## src/rtl/bank_addr_pkg.sv

```systemverilog
// Package: shared types and helpers for the banked address generator.
// Assumes: the location field is never wider than 8 bits.
package bank_addr_pkg;

    typedef enum logic {
        MODE_DIRECT   = 1'b0,
        MODE_INDIRECT = 1'b1
    } acc_mode_e;

endpackage

```

## src/rtl/bfa_ptr_reg.sv

```systemverilog
// Module: bfa_ptr_reg
// Holds the implemented low bits of the pointer register. Unimplemented
// high bits are not stored and read back as ones.
// Assumes: wr_en is already qualified (pointer location hit, not null).
module bfa_ptr_reg #(
    parameter int PTR_W  = 8,
    parameter int IMPL_W = 7
) (
    input  logic              clk,
    input  logic              rst_n,
    input  logic              wr_en,
    input  logic [PTR_W-1:0]  wdata,
    output logic [IMPL_W-1:0] ptr_q,
    output logic [PTR_W-1:0]  ptr_rd
);
    localparam int PAD_W = PTR_W - IMPL_W;

    // Purpose: store or clear the implemented pointer bits.
    always_ff @(posedge clk) begin
        if (!rst_n) begin
            ptr_q <= '0;
        end else if (wr_en) begin
            ptr_q <= wdata[IMPL_W-1:0];
        end
    end

    // Purpose: build the read-back word with the missing bits set.
    always_comb begin
        ptr_rd = {{PAD_W{1'b1}}, ptr_q};
    end

    // a load takes the low write-data bits on the following edge
    assert_ptr_load_R5: assert property (@(posedge clk) disable iff (!rst_n)
        wr_en |=> ptr_q == $past(wdata[IMPL_W-1:0]));

    // no load request means the pointer holds its value
    assert_ptr_hold_R5: assert property (@(posedge clk) disable iff (!rst_n)
        !wr_en |=> $stable(ptr_q));
endmodule

```

## src/rtl/bfa_addr_sel.sv

```systemverilog
// Module: bfa_addr_sel
// Chooses between the direct address (bank bits + opcode field) and the
// indirect address (implemented pointer bits).
// Assumes: IND_LOC is the location value that requests indirection.
module bfa_addr_sel
    import bank_addr_pkg::*;
#(
    parameter int LOC_W   = 5,
    parameter int BANK_W  = 2,
    parameter int IND_LOC = 0
) (
    input  logic [LOC_W-1:0]        file_addr,
    input  logic [LOC_W+BANK_W-1:0] ptr_q,
    output acc_mode_e               mode,
    output logic [LOC_W+BANK_W-1:0] raw_addr
);
    localparam int PHYS_W = LOC_W + BANK_W;
    localparam logic [LOC_W-1:0] IND_CODE = LOC_W'(IND_LOC);

    // Purpose: decode indirection and merge bank bits with the location.
    always_comb begin
        if (file_addr == IND_CODE) begin
            mode     = MODE_INDIRECT;
            raw_addr = ptr_q;
        end else begin
            mode     = MODE_DIRECT;
            raw_addr = {ptr_q[PHYS_W-1:LOC_W], file_addr};
        end
    end
endmodule

```

## src/rtl/bfa_bank_fold.sv

```systemverilog
// Module: bfa_bank_fold
// Folds the shared low window of every bank onto bank 0.
// Assumes: SHARED_N is at most 2**LOC_W.
module bfa_bank_fold #(
    parameter int LOC_W    = 5,
    parameter int BANK_W   = 2,
    parameter int SHARED_N = 16
) (
    input  logic [LOC_W+BANK_W-1:0] raw_addr,
    output logic [LOC_W+BANK_W-1:0] phys_addr
);
    localparam logic [LOC_W:0] LIMIT = (LOC_W+1)'(SHARED_N);

    // Purpose: clear the bank bits for locations in the shared window.
    always_comb begin
        if ({1'b0, raw_addr[LOC_W-1:0]} < LIMIT) begin
            phys_addr = {{BANK_W{1'b0}}, raw_addr[LOC_W-1:0]};
        end else begin
            phys_addr = raw_addr;
        end
    end
endmodule

```

## src/rtl/banked_addr_gen.sv

```systemverilog
// Module: banked_addr_gen (top)
// Forms the folded physical register-file index for direct and indirect
// accesses, owns the pointer register, flags null indirect accesses and
// steers writes to either the pointer or the storage.
// Assumes: one access is presented per cycle; storage lives outside.
module banked_addr_gen
    import bank_addr_pkg::*;
#(
    parameter int LOC_W    = 5,
    parameter int BANK_W   = 2,
    parameter int PTR_W    = 8,
    parameter int SHARED_N = 16,
    parameter int IND_LOC  = 0,
    parameter int PTR_LOC  = 4
) (
    input  logic                          clk,
    input  logic                          rst_n,
    input  logic [LOC_W-1:0]              file_addr,
    input  logic                          acc_wr,
    input  logic [PTR_W-1:0]              wdata,
    output logic [LOC_W+BANK_W-1:0]       phys_addr,
    output logic                          indirect,
    output logic                          null_acc,
    output logic                          ptr_sel,
    output logic                          store_we,
    output logic [PTR_W-1:0]              ptr_rd
);
    localparam int PHYS_W = LOC_W + BANK_W;
    localparam logic [PHYS_W-1:0] PTR_IDX = PHYS_W'(PTR_LOC);
    localparam logic [PHYS_W-1:0] IND_IDX = PHYS_W'(IND_LOC);

    logic [PHYS_W-1:0] ptr_q;
    logic [PHYS_W-1:0] raw_addr;
    acc_mode_e         mode;
    logic              ptr_wr;

    bfa_ptr_reg #(.PTR_W(PTR_W), .IMPL_W(PHYS_W)) u_ptr (
        .clk    (clk),
        .rst_n  (rst_n),
        .wr_en  (ptr_wr),
        .wdata  (wdata),
        .ptr_q  (ptr_q),
        .ptr_rd (ptr_rd)
    );

    bfa_addr_sel #(.LOC_W(LOC_W), .BANK_W(BANK_W), .IND_LOC(IND_LOC)) u_sel (
        .file_addr (file_addr),
        .ptr_q     (ptr_q),
        .mode      (mode),
        .raw_addr  (raw_addr)
    );

    bfa_bank_fold #(.LOC_W(LOC_W), .BANK_W(BANK_W), .SHARED_N(SHARED_N)) u_fold (
        .raw_addr  (raw_addr),
        .phys_addr (phys_addr)
    );

    // Purpose: classify the access and steer its write enable.
    always_comb begin
        indirect = (mode == MODE_INDIRECT);
        null_acc = indirect && (phys_addr == IND_IDX);
        ptr_sel  = !null_acc && (phys_addr == PTR_IDX);
        ptr_wr   = acc_wr && ptr_sel;
        store_we = acc_wr && !null_acc && !ptr_sel;
    end

    // a direct access keeps the opcode location in the low bits
    assert_direct_loc_R1: assert property (@(posedge clk) disable iff (!rst_n)
        !indirect |-> phys_addr[LOC_W-1:0] == file_addr);

    // a shared-window index never carries bank bits
    assert_fold_bank0_R3: assert property (@(posedge clk) disable iff (!rst_n)
        (32'(phys_addr[LOC_W-1:0]) < SHARED_N) |-> phys_addr[PHYS_W-1:LOC_W] == '0);

    // a null access neither writes storage nor hits the pointer
    assert_null_quiet_R6: assert property (@(posedge clk) disable iff (!rst_n)
        null_acc |-> (!store_we && !ptr_sel));

    // a null write leaves the pointer read-back unchanged
    assert_null_keeps_ptr_R6: assert property (@(posedge clk) disable iff (!rst_n)
        (null_acc && acc_wr) |=> $stable(ptr_rd));

    // storage and pointer are never written together
    assert_one_target_R8: assert property (@(posedge clk) disable iff (!rst_n)
        !(store_we && ptr_sel));
endmodule

```

## config.mk

```make
export PLATFORM = sky130hd
export DESIGN_NAME = banked_addr_gen
export DESIGN_NICKNAME = d
export VERILOG_FILES = /design/src/rtl/bank_addr_pkg.sv /design/src/rtl/bfa_ptr_reg.sv /design/src/rtl/bfa_addr_sel.sv /design/src/rtl/bfa_bank_fold.sv /design/src/rtl/banked_addr_gen.sv
export SDC_FILE = /design/constraint.sdc
export NUM_CORES = 1
export LEC_CHECK = 0
export BUFFER_PORTS_ARGS = -buffer_cell sky130_fd_sc_hd__buf_2
export CAP_MARGIN = 10
export CORE_UTILIZATION = 40
export DETAILED_ROUTE_END_ITERATION = 6
export PLACE_DENSITY = 0.75
export SLEW_MARGIN = 40
export SYNTH_ARGS = -nofsm -noshare
export SYNTH_HDL_FRONTEND = slang
export SYNTH_HIERARCHICAL = 1
export SYNTH_SLANG_ARGS = --single-unit
```

## constraint.sdc

```tcl
create_clock -name clk -period 2.49 [get_ports clk]
set_input_delay 0.3735 -clock clk [delete_from_list [all_inputs] [get_ports clk]]
set_output_delay 0.3735 -clock clk [all_outputs]
set_load 0.01 [all_outputs]
```

Word level (Yosys, flattened, before mapping)
Index checks and enable logic that the tools add are counted.
{"block": "totals", "n_memories": 0, "elab_cells": 15, "romBits": 0, "input_bits": 16, "mem_bits_rw": 0, "latch_bits": 0, "out_inout_bits": 19, "ff_bits": 7}
{"block": "classes", "reduce_logical": 9, "div": 0, "n_mul": 0, "addsub": 0, "shifts": 0, "bitwise_logic": 0, "mux": 3, "order_cmp": 1, "eq_ne": 1}
{"cell": "equality test 7 x 3 -> 1 bit (second input constant)", "n": 1}
{"cell": "logical NOT 7 bit", "n": 1}
{"cell": "two-way mux 7 bit", "n": 1}
{"cell": "logical AND 1 bit", "n": 5}
{"cell": "logical NOT 5 bit", "n": 1}
{"cell": "less-than comparator 5 bit (second input constant)", "n": 1}
{"cell": "two-way mux 5 bit", "n": 1}
{"cell": "logical NOT 1 bit", "n": 2}
{"cell": "two-way mux 1 bit", "n": 1}

Logic depth before layout (Yosys ltp)
Gate-level depths: netlist of run 1.
{"block": "logic_depth", "ltp_word": 10, "mapped_depth": 8, "mapped_depth_nobuf": 7}

Hierarchy
The synthesis of run 1 kept the hierarchy.
{"mod": "bfa_ptr_reg", "instances": 1, "seq_area_each_um2": 140.1, "cells_per_inst": 31, "area_each_um2": 329.1}
{"mod": "bfa_addr_sel", "instances": 1, "seq_area_each_um2": 0.0, "cells_per_inst": 15, "area_each_um2": 106.4}
{"mod": "banked_addr_gen", "instances": 1, "seq_area_each_um2": 0.0, "cells_per_inst": 9, "area_each_um2": 62.6}
{"mod": "bfa_bank_fold", "instances": 1, "seq_area_each_um2": 0.0, "cells_per_inst": 7, "area_each_um2": 50.0}

Least setup slack after synthesis of run 1
OpenSTA, ideal clock, no wires.
{"block": "synth_timing", "path_type": "input port to flip-flop", "start": "input file_addr[1]", "end": "register u_ptr.ptr_q[0]", "cell_stages": 8, "n_path_buf": 1, "slack_ns": 0.433, "required_time_ns": 2.374, "setup_ns": 0.116, "arrival_ns": 1.941, "path_cell_list": "nor3_2 a31o_2 and2_1 or4_4 nor3_1 buf_6 mux2i_1 nor2b_1"}
{"block": "synth_via", "elab_chain_len": 9, "word_cells_on_any_way": 11, "classes_between": "order compare (1); eq/ne (1); mux (3); reduce/logical (6)"}
{"item": "start, declared", "line_no": "banked_addr_gen.sv:18", "text": "input logic [LOC_W-1:0] file_addr,"}
{"item": "logical NOT 5 bit (*)", "line_no": "bfa_addr_sel.sv:22", "text": "if (file_addr == IND_CODE) begin"}
{"item": "two-way mux 5 bit (*)", "line_no": "bfa_addr_sel.sv:22"}
{"item": "named net raw_addr[4]", "line_no": "banked_addr_gen.sv:33", "text": "logic [PHYS_W-1:0] raw_addr;"}
{"item": "less-than comparator 5 bit (*)", "line_no": "bfa_bank_fold.sv:16", "text": "if ({1'b0, raw_addr[LOC_W-1:0]} < LIMIT) begin"}
{"item": "two-way mux 7 bit (*)", "line_no": "bfa_bank_fold.sv:16"}
{"item": "named net phys_addr[5]", "line_no": "banked_addr_gen.sv:21", "text": "output logic [LOC_W+BANK_W-1:0] phys_addr,"}
{"item": "logical NOT 7 bit", "line_no": "banked_addr_gen.sv:61", "text": "null_acc = indirect && (phys_addr == IND_IDX);"}
{"item": "logical AND 1 bit", "line_no": "banked_addr_gen.sv:61"}
{"item": "logical NOT 1 bit", "line_no": "banked_addr_gen.sv:62", "text": "ptr_sel = !null_acc && (phys_addr == PTR_IDX);"}
{"item": "logical AND 1 bit (*)", "line_no": "banked_addr_gen.sv:62"}
{"item": "logical AND 1 bit (*)", "line_no": "banked_addr_gen.sv:63", "text": "ptr_wr = acc_wr && ptr_sel;"}
{"item": "named net ptr_wr", "line_no": "banked_addr_gen.sv:35", "text": "logic ptr_wr;"}
{"item": "end signal, assigned", "line_no": "bfa_ptr_reg.sv:23", "text": "ptr_q <= wdata[IMPL_W-1:0];"}
{"item": "end, declared", "line_no": "bfa_ptr_reg.sv:13", "text": "output logic [IMPL_W-1:0] ptr_q,"}
Mark *: on every way through the listed nets, which the timed path passes. The rest lies on a longest branch.
A chain may end at the register's enable or synchronous reset.

Final worst setup path of run 1
{"block": "layout_timing", "start": "register u_ptr.ptr_q[4]", "end": "output store_we"}
{"block": "layout_via", "elab_chain_len": 9, "word_cells_on_any_way": 11, "classes_between": "order compare (1); eq/ne (1); mux (2); reduce/logical (7)"}
{"item": "two-way mux 5 bit (*)", "line_no": "bfa_addr_sel.sv:22"}
{"item": "less-than comparator 5 bit", "line_no": "bfa_bank_fold.sv:16"}
{"item": "two-way mux 7 bit (*)", "line_no": "bfa_bank_fold.sv:16"}
{"item": "logical NOT 7 bit", "line_no": "banked_addr_gen.sv:61"}
{"item": "logical AND 1 bit", "line_no": "banked_addr_gen.sv:61"}
{"item": "logical NOT 1 bit", "line_no": "banked_addr_gen.sv:62, banked_addr_gen.sv:64"}
{"item": "logical AND 1 bit", "line_no": "banked_addr_gen.sv:62"}
{"item": "logical NOT 1 bit", "line_no": "banked_addr_gen.sv:64", "text": "store_we = acc_wr && !null_acc && !ptr_sel;"}
{"item": "logical AND 1 bit (*)", "line_no": "banked_addr_gen.sv:64"}
{"item": "end, declared", "line_no": "banked_addr_gen.sv:25", "text": "output logic store_we,"}
Every way passes the cells marked *; elsewhere a longest branch is shown, timed or not.

==> results_dict.tcl, run 1 <==
set metrics [dict create \
    worst-path-max-fanout 4 \
    nNetsFinal 100 \
    final_hold_viol_count 0 \
    endpoint_kind "primary output" \
    critPathBufInv 1 \
    finalSetupViolCount 0 \
    avgSynthCellArea_um2 8.84 \
    synth_cell_type_count 20 \
    die_x_um 39.0 \
    finClkSkew_ns 0.00305 \
    place_hpwl_um 826 \
    drtIter0Drc 2 \
    vias 451 \
    setup.worst_path.start_class "flop" \
    worst_ep_arrival_time_ns 1.93 \
    fin_tns_setup_ns 0 \
    crit_chain "a31o_2 > and2_1 > or4_4 > o31a_1 > buf_2" \
    clockBufferDepth 2 \
    r2r_slack_ns 0.47 \
    fillers 123 \
    largest_reg_flops 7 \
    ant_nets 0 \
    routed_via_density 4.65 \
    numPortBuffers 32 \
    clock_latency_ns 0.25 \
    gp_congestion 0.747 \
    cp_slowest_stage_delay_ns 0.51 \
    max-vdd-ir-drop_v 0.000186 \
    die_y_um 39.0 \
    cts.repair.resized 0 \
    fin_crit_sh_pct 92.4 \
    drive_above_1_share_pct 53.0 \
    crit_family "simple AND/OR/NAND/NOR gates" \
    p_total_mw 0.260 \
    whs_ns 0.385 \
    synthesis.instances 62 \
    final_core_util_pct 53.6 \
    grt_pass1_wl_mm 1.50 \
    final.min_clock_period_ns 2.30 \
    start_util_pct 46.2 \
    cts_buffers 3 \
    area_growth_pct 16.0 \
    fin_area_um2 636 \
    die-area_um2 1520 \
    worstSetupPathType "reg -> out" \
    drc_errors 0 \
    netlist_area_um2 548 \
    antenna_found_initial 0 \
    wl_per_cell_um 10.2 \
    antenna_cells 0 \
    cap_violations 0 \
    regMostFlops "u_ptr/ptr_q" \
    grt_max_degree 8 \
    path_clk_slew_ns 0.05 \
    coreArea_um2 1190 \
    slew_violations 0 \
    rows 12 \
    yosys_warnings 6 \
    first_pass_iters 2 \
    crit_required_ns 2.12 \
    postCtsHoldBufs 0 \
    cts_sinks 7 \
    root_buffer "clkbuf_4" \
    mostFrequentLayoutCells "buf_2, mux2i_1, nor2b_1, dfxtp_1, inv_1" \
    post-cts-setup-buffers 0 \
    slowest_stage "or4_4" \
    place_area_um2 609 \
    cts_tree "built" \
    fmax_mhz 435 \
    final_common_cell "buf_2" \
    yosysSeqAreaShare_pct 25.6 \
    reg_top3 "u_ptr/ptr_q: 7 flops" \
    synth_nets 78 \
    rsz0062_at_grt "false" \
    p_leak_nw 0.317 \
    io_pins 35 \
    grt-ovfl-total 0 \
    grt_pass1_vias 406 \
    ys_ff_latch 7 \
    power-per-cell-area_nw_per_um2 409 \
    htree_num_levels 1 \
    wirelength_um 994 \
    outcome "completed" \
    grt.total_usage_pct 15.0 \
    hp-class "in -> reg" \
]
==> metal layers <==
metal / wire length [µm] / share of wire (%) / track usage (%) / vias up
li1: - / - / - / 236
met1: 461 / 46 / 16.2 / 191
met2: 439 / 44 / 25.0 / 24
met3: 93 / 9.4 / 2.31 / 0
met4: 0 / 0 / 12.9 / 0
met5: 0 / 0 / 0 / -
==> cell families after synthesis <==
group / Yosys count / share of synthesized area [%]
AOI/OAI and AO/OA: 6 / 9.82
other: 1 / 0.684
and+or+nand+nor: 20 / 25.1
buffers and inverters: 21 / 26.0
DFF: 7 / 25.6
muxes: 7 / 12.8
==> final cells by class <==
type,count,area (µm²),area share (%)
clock buffers,4,26.3,4.13
repair buffers,33,168,26.4
flip-flops and latches,7,140,22.0
well taps,14,17.5,2.76
multi-input cells,34,265,41.7
inverters,5,18.8,2.95
==> synth_stat cells, drive strengths merged <==
master | instances | area (µm²)
buf | 16 | 124
dfxtp | 7 | 140
mux2i | 7 | 70.1
nor2b | 7 | 43.8
inv | 5 | 18.8
a31o | 4 | 35.0
nor3 | 4 | 30.0
and2 | 3 | 20.0
nor2 | 2 | 7.51
a41o | 1 | 10.0
conb | 1 | 3.75
nand2 | 1 | 3.75
nor4b | 1 | 15.0
o31a | 1 | 8.76
or2 | 1 | 6.26
or4 | 1 | 11.3
==> report_power, final <==
| part | total [mW] | internal (mW) | switching [mW] |
|---|---|---|---|
| clock network | 0.101 | 0.0610 | 0.0396 |
| logic | 0.0458 | 0.0226 | 0.0232 |
| registers | 0.114 | 0.113 | 0.000622 |
| total | 0.260 | 0.197 | 0.0634 |
==> stage by stage <==
| stage | std cells | setup WS, ns |
|---|---|---|
| 3_5_place_dp | 93 | 0.205 |
| 5_1_grt | 97 | 0.132 |
| 4_1_cts | 97 | 0.170 |
| 3_3_place_gp | 93 | 0.215 |
| 2_1_floorplan | 62 | 0.433 |
| 6_report | 97 | 0.190 |
==> final timing paths <==
path | start | to | cells after the start
hold / removal | wdata[1] | u_ptr/ptr_q[1] | 3
setup reg to reg | u_ptr/ptr_q[4] | u_ptr/ptr_q[6] | 7
hold reg to reg | u_ptr/ptr_q[1] | u_ptr/ptr_q[1] | 2
setup / recovery | u_ptr/ptr_q[4] | store_we | 5
==> worst min-delay path, cell delays in order <==
cell     delay (ns)
buf_2          0.07
mux2i_1        0.05
nor2b_1        0.09
Note: power is estimated with default switching activity, not from simulation.
==> run 2: changes to the inputs <==
==> constraint.sdc (replaced) <==
create_clock -name clk -period 2.49 [get_ports clk]
set_input_delay 0.1245 -clock clk [delete_from_list [all_inputs] [get_ports clk]]
set_output_delay 0.1245 -clock clk [all_outputs]
set_load 0.05 [all_outputs]
==> run 2 against run 1 <==
Die area unchanged. Worst setup slack improved by 0.13 ns. Count of clock-buffer cells in the layout did not move. Combinational power rose by 56%. Global-route usage is 1.4 points higher. First-iteration DRC count is the same. Clock power is essentially flat. Non-clock buffer count unchanged. Total power is 11% higher. Sequential share of layout area shrank 0.47 points. Routed wire length increased by 10%. Critical path type unchanged. Critical endpoint is now null_acc. Highest routed layer unchanged.
==> results_dict.tcl, run 2 (synthesis results as in run 1) <==
set metrics [dict create \
    outcome "completed" \
    grt_pass1_vias 413 \
    grt-ovfl-total 0 \
    die_y_um 39.0 \
    hp-class "in -> reg" \
    postCtsHoldBufs 0 \
    place_area_um2 623 \
    clockBufferDepth 2 \
    antenna_found_initial 0 \
    final_common_cell "buf_2" \
    cts_sinks 7 \
    final.min_clock_period_ns 2.17 \
    mostFrequentLayoutCells "buf_2, mux2i_1, nor2b_1, dfxtp_1, inv_1" \
    io_pins 35 \
    worst-path-max-fanout 4 \
    path_clk_slew_ns 0.05 \
    fillers 121 \
    setup.worst_path.start_class "flop" \
    cap_violations 0 \
    crit_required_ns 2.37 \
    slew_violations 0 \
    nNetsFinal 100 \
    antenna_cells 0 \
    first_pass_iters 4 \
    worst_ep_arrival_time_ns 2.04 \
    clock_latency_ns 0.25 \
    regMostFlops "u_ptr/ptr_q" \
    reg_top3 "u_ptr/ptr_q: 7 flops" \
    grt_max_degree 8 \
    area_growth_pct 18.5 \
    regArea_um2 140 \
    place_hpwl_um 895 \
    finalSetupViolCount 0 \
    rsz0062_at_grt "false" \
    fmax_mhz 462 \
    max-vdd-ir-drop_v 0.000270 \
    power-per-cell-area_nw_per_um2 444 \
    worstSetupPathType "reg -> out" \
    multi_input_area_um2 279 \
    drtIter0Drc 2 \
    ant_nets 0 \
    grt.total_usage_pct 16.4 \
    cts_tree "built" \
    routed_via_density 4.61 \
    die-area_um2 1520 \
    die_x_um 39.0 \
    htree_num_levels 1 \
    fin_crit_sh_pct 87.0 \
    start_util_pct 46.2 \
    cts_buffers 3 \
    rows 12 \
    coreArea_um2 1190 \
    cts.repair.resized 0 \
    drc_errors 0 \
    endpoint_kind "primary output" \
    root_buffer "clkbuf_4" \
    numPortBuffers 32 \
    wl_per_cell_um 11.3 \
    finClkSkew_ns 0.000464 \
    grt_pass1_wl_mm 1.66 \
    vias 447 \
    fin_area_um2 649 \
    gp_congestion 0.770 \
    final_hold_viol_count 0 \
    p_leak_nw 0.322 \
    drive_above_1_share_pct 54.2 \
    wirelength_mm 1.10 \
    fin_tns_setup_ns 0 \
    largest_reg_flops 7 \
    post-cts-setup-buffers 0 \
]
-- run 2: routing by layer --
layer	GRT usage, %	vias up	part of all wire (%)	routed length [µm]
met4	10.3	0	0	0
met5	0	-	0	0
met3	1.73	0	6.7	74
li1	-	234	-	-
met1	19.7	192	45	494
met2	27.5	21	48	530
-- run 2: path summary, 6_finish.rpt --
| check | to | depth (start not counted) | from | slack (ns) |
|---|---|---|---|---|
| min | u_ptr/ptr_q[6] | 3 | wdata[6] | 0.14 |
| max | null_acc | 5 | u_ptr/ptr_q[4] | 0.32 |
| min reg2reg | u_ptr/ptr_q[6] | 2 | u_ptr/ptr_q[6] | 0.54 |
| max reg2reg | u_ptr/ptr_q[4] | 7 | u_ptr/ptr_q[4] | 0.45 |
-- run 2: report_power, final --
| group | internal, mW | switching [mW] |
|---|---|---|
| combinational | 0.0231 | 0.0484 |
| clock | 0.0612 | 0.0422 |
| sequential | 0.113 | 0.000573 |
| total | 0.197 | 0.0912 |
-- run 2: cell type report --
| class | instances | share of cell area (%) |
|---|---|---|
| multi-input cells | 34 | 43.0 |
| inverters | 5 | 2.89 |
| clock buffers | 4 | 4.05 |
| repair buffers | 33 | 25.8 |
| well taps | 14 | 2.70 |
| flip-flops and latches | 7 | 21.6 |
-- run 2: stage by stage --
stage                     instances  hold slack [ns]  utilization, %  power [mW]  setup WS (ns)
after floorplan                  62            0.253               -       0.172          0.259
after global routing             97            0.165            54.7       0.302          0.228
after detailed placement         93            0.399            52.5       0.187          0.440
after CTS                        97            0.134            54.7       0.295          0.305
final                            97            0.141            54.7       0.288          0.324
after global placement           93            0.378            52.5       0.186          0.477
-- run 2: critical path, cell delays in order (launching register included) --
cell and delay [ns]:
dfxtp_1 0.32, a31o_2 0.25, and2_1 0.15, or4_4 0.52, nor4b_4 0.25, buf_2 0.29
==> run 3: changes to the inputs <==
--- a/config.mk
+++ b/config.mk
@@ -5,11 +5,12 @@
 export SDC_FILE = /design/constraint.sdc
 export NUM_CORES = 1
 export LEC_CHECK = 0
-export BUFFER_PORTS_ARGS = -buffer_cell sky130_fd_sc_hd__buf_2
 export CAP_MARGIN = 10
-export CORE_UTILIZATION = 40
+export CORE_AREA = 2 2 39 41
 export DETAILED_ROUTE_END_ITERATION = 6
-export PLACE_DENSITY = 0.75
+export DIE_AREA = 0 0 41 43
+export DONT_BUFFER_PORTS = 1
+export PLACE_DENSITY = 0.55
 export SLEW_MARGIN = 40
 export SYNTH_ARGS = -nofsm -noshare
 export SYNTH_HDL_FRONTEND = slang
==> run 3 against run 2 <==
Routed wire length is 4.7% lower. First-iteration DRC count stayed put. Maximum frequency is 1.6% higher. Sequential share of layout area is 0.17 points lower. Core utilization is 7.5 points lower. Worst hold slack worse by 0.13 ns. Via count is 8.3% lower. Register-to-register slack worse by 0.07 ns. Clock power hardly changed. Design area is 0.77% higher. Critical path type unchanged.
==> results_dict.tcl, run 3 (synthesis results as in run 1) <==
set metrics [dict create \
    start_util_pct 39.6 \
    io_pins 35 \
    crit_family "simple AND/OR/NAND/NOR gates" \
    root_buffer "clkbuf_4" \
    largest_reg_flops 7 \
    cts_tree "built" \
    ant_nets 0 \
    cts_buffers 3 \
    cap_violations 0 \
    drtIter0Drc 2 \
    numPortBuffers 0 \
    fin_tns_setup_ns 0 \
    regMostFlops "u_ptr/ptr_q" \
    finalSetupViolCount 0 \
    multi_input_area_um2 279 \
    worstSetupStartpoint "u_ptr/ptr_q[4]" \
    reg_top3 "u_ptr/ptr_q: 7 flops" \
    clockBufferDepth 2 \
    p_total_mw 0.278 \
    p_leak_nw 0.277 \
    fmax_mhz 469 \
    path_clk_slew_ns 0.05 \
    nNetsFinal 86 \
    gp_congestion 0.733 \
    rsz0062_at_grt "false" \
    worstSetupPathType "reg -> out" \
    coreArea_um2 1380 \
    regArea_um2 140 \
    grt_max_degree 7 \
    crit_chain "a31o_2 > and2_1 > or4_4 > o31a_1 > buf_12" \
    drc_errors 0 \
    cts.repair.resized 0 \
    first_pass_iters 2 \
    vias 410 \
    rows 14 \
    postCtsHoldBufs 1 \
    final_common_cell "buf_4" \
    grt_pass1_wl_mm 1.49 \
    final.min_clock_period_ns 2.13 \
    area_growth_pct 19.4 \
    critPathBufInv 1 \
    outcome "completed" \
    worst-path-max-fanout 4 \
    worst_ep_arrival_time_ns 2.01 \
    die_y_um 43 \
    setup.worst_path.start_class "flop" \
    crit_required_ns 2.37 \
    grt-ovfl-total 0 \
    fin_crit_sh_pct 85.6 \
    antenna_found_initial 0 \
    die-area_um2 1760 \
    die_x_um 41 \
    min_from "rst_n" \
    place_hpwl_um 887 \
    htree_num_levels 1 \
    slew_violations 0 \
    mostFrequentLayoutCells "buf_4, mux2i_1, nor2b_1, dfxtp_1, inv_1" \
    endpoint_kind "primary output" \
    grt.total_usage_pct 12.8 \
    post-cts-setup-buffers 0 \
    wl_per_cell_um 12.3 \
    slowest_stage "or4_4" \
    worstReg2RegStart "u_ptr/ptr_q[4]" \
    drive_above_1_share_pct 43.5 \
    routed_via_density 4.82 \
    fillers 142 \
    clock_latency_ns 0.24 \
    grt_pass1_vias 354 \
    max-vdd-ir-drop_v 0.000211 \
    cp_slowest_stage_delay_ns 0.53 \
    antenna_cells 0 \
    power-per-cell-area_nw_per_um2 425 \
    cts_sinks 7 \
    hp-class "in -> reg" \
    wirelength_mm 1.05 \
    final_hold_viol_count 0 \
    finClkSkew_ns 0.000245 \
]
run 3: cell types whose count changed in the layout (fill, tap and decap cells not counted):
cell           delta
dlygate4sd3_1     +1
buf_4            +15
buf_12            +2
buf_2            -32
run 3: layer usage:
metal	vias to the layer above	track usage [%]	part of all wire, %
li1	209	-	-
met5	-	0	0
met1	180	15.5	40
met2	19	17.2	48
met3	2	6.28	11
met4	0	8.00	1.1
run 3: cell type report:
| type | count | share of cell area, % |
|---|---|---|
| clock buffer | 4 | 4.02 |
| inverter | 5 | 2.87 |
| multi-input combinational | 34 | 42.6 |
| sequential | 7 | 21.4 |
| tap | 16 | 3.06 |
| timing repair buffer | 19 | 26.0 |
run 3: path summary, 6_finish.rpt:
path                                  endpoint  slack, ns  cells past startpoint
worst min register to register  u_ptr/ptr_q[6]       0.71                      3
worst min-delay path            u_ptr/ptr_q[3]      0.007                      1
worst max register to register  u_ptr/ptr_q[5]       0.38                      7
worst max-delay path                  store_we       0.36                      5
run 3: power by group:
group,switching (mW),leakage [nW],internal (mW)
clock,0.0400,0.0150,0.0610
sequential,0.000378,0.0564,0.113
combinational,0.0416,0.206,0.0219
run 3: metrics by stage:
step	util, %	cell area (µm²)	instances	setup slack, ns	hold slack (ns)
3_5_place_dp	44.7	618	80	0.366	0.260
4_1_cts	47.3	654	85	0.347	0.000487
5_1_grt	47.3	654	85	0.227	0.00166
3_3_place_gp	44.7	618	80	0.374	0.254
6_report	47.3	654	85	0.358	0.00722
2_1_floorplan	-	562	62	0.259	0.253
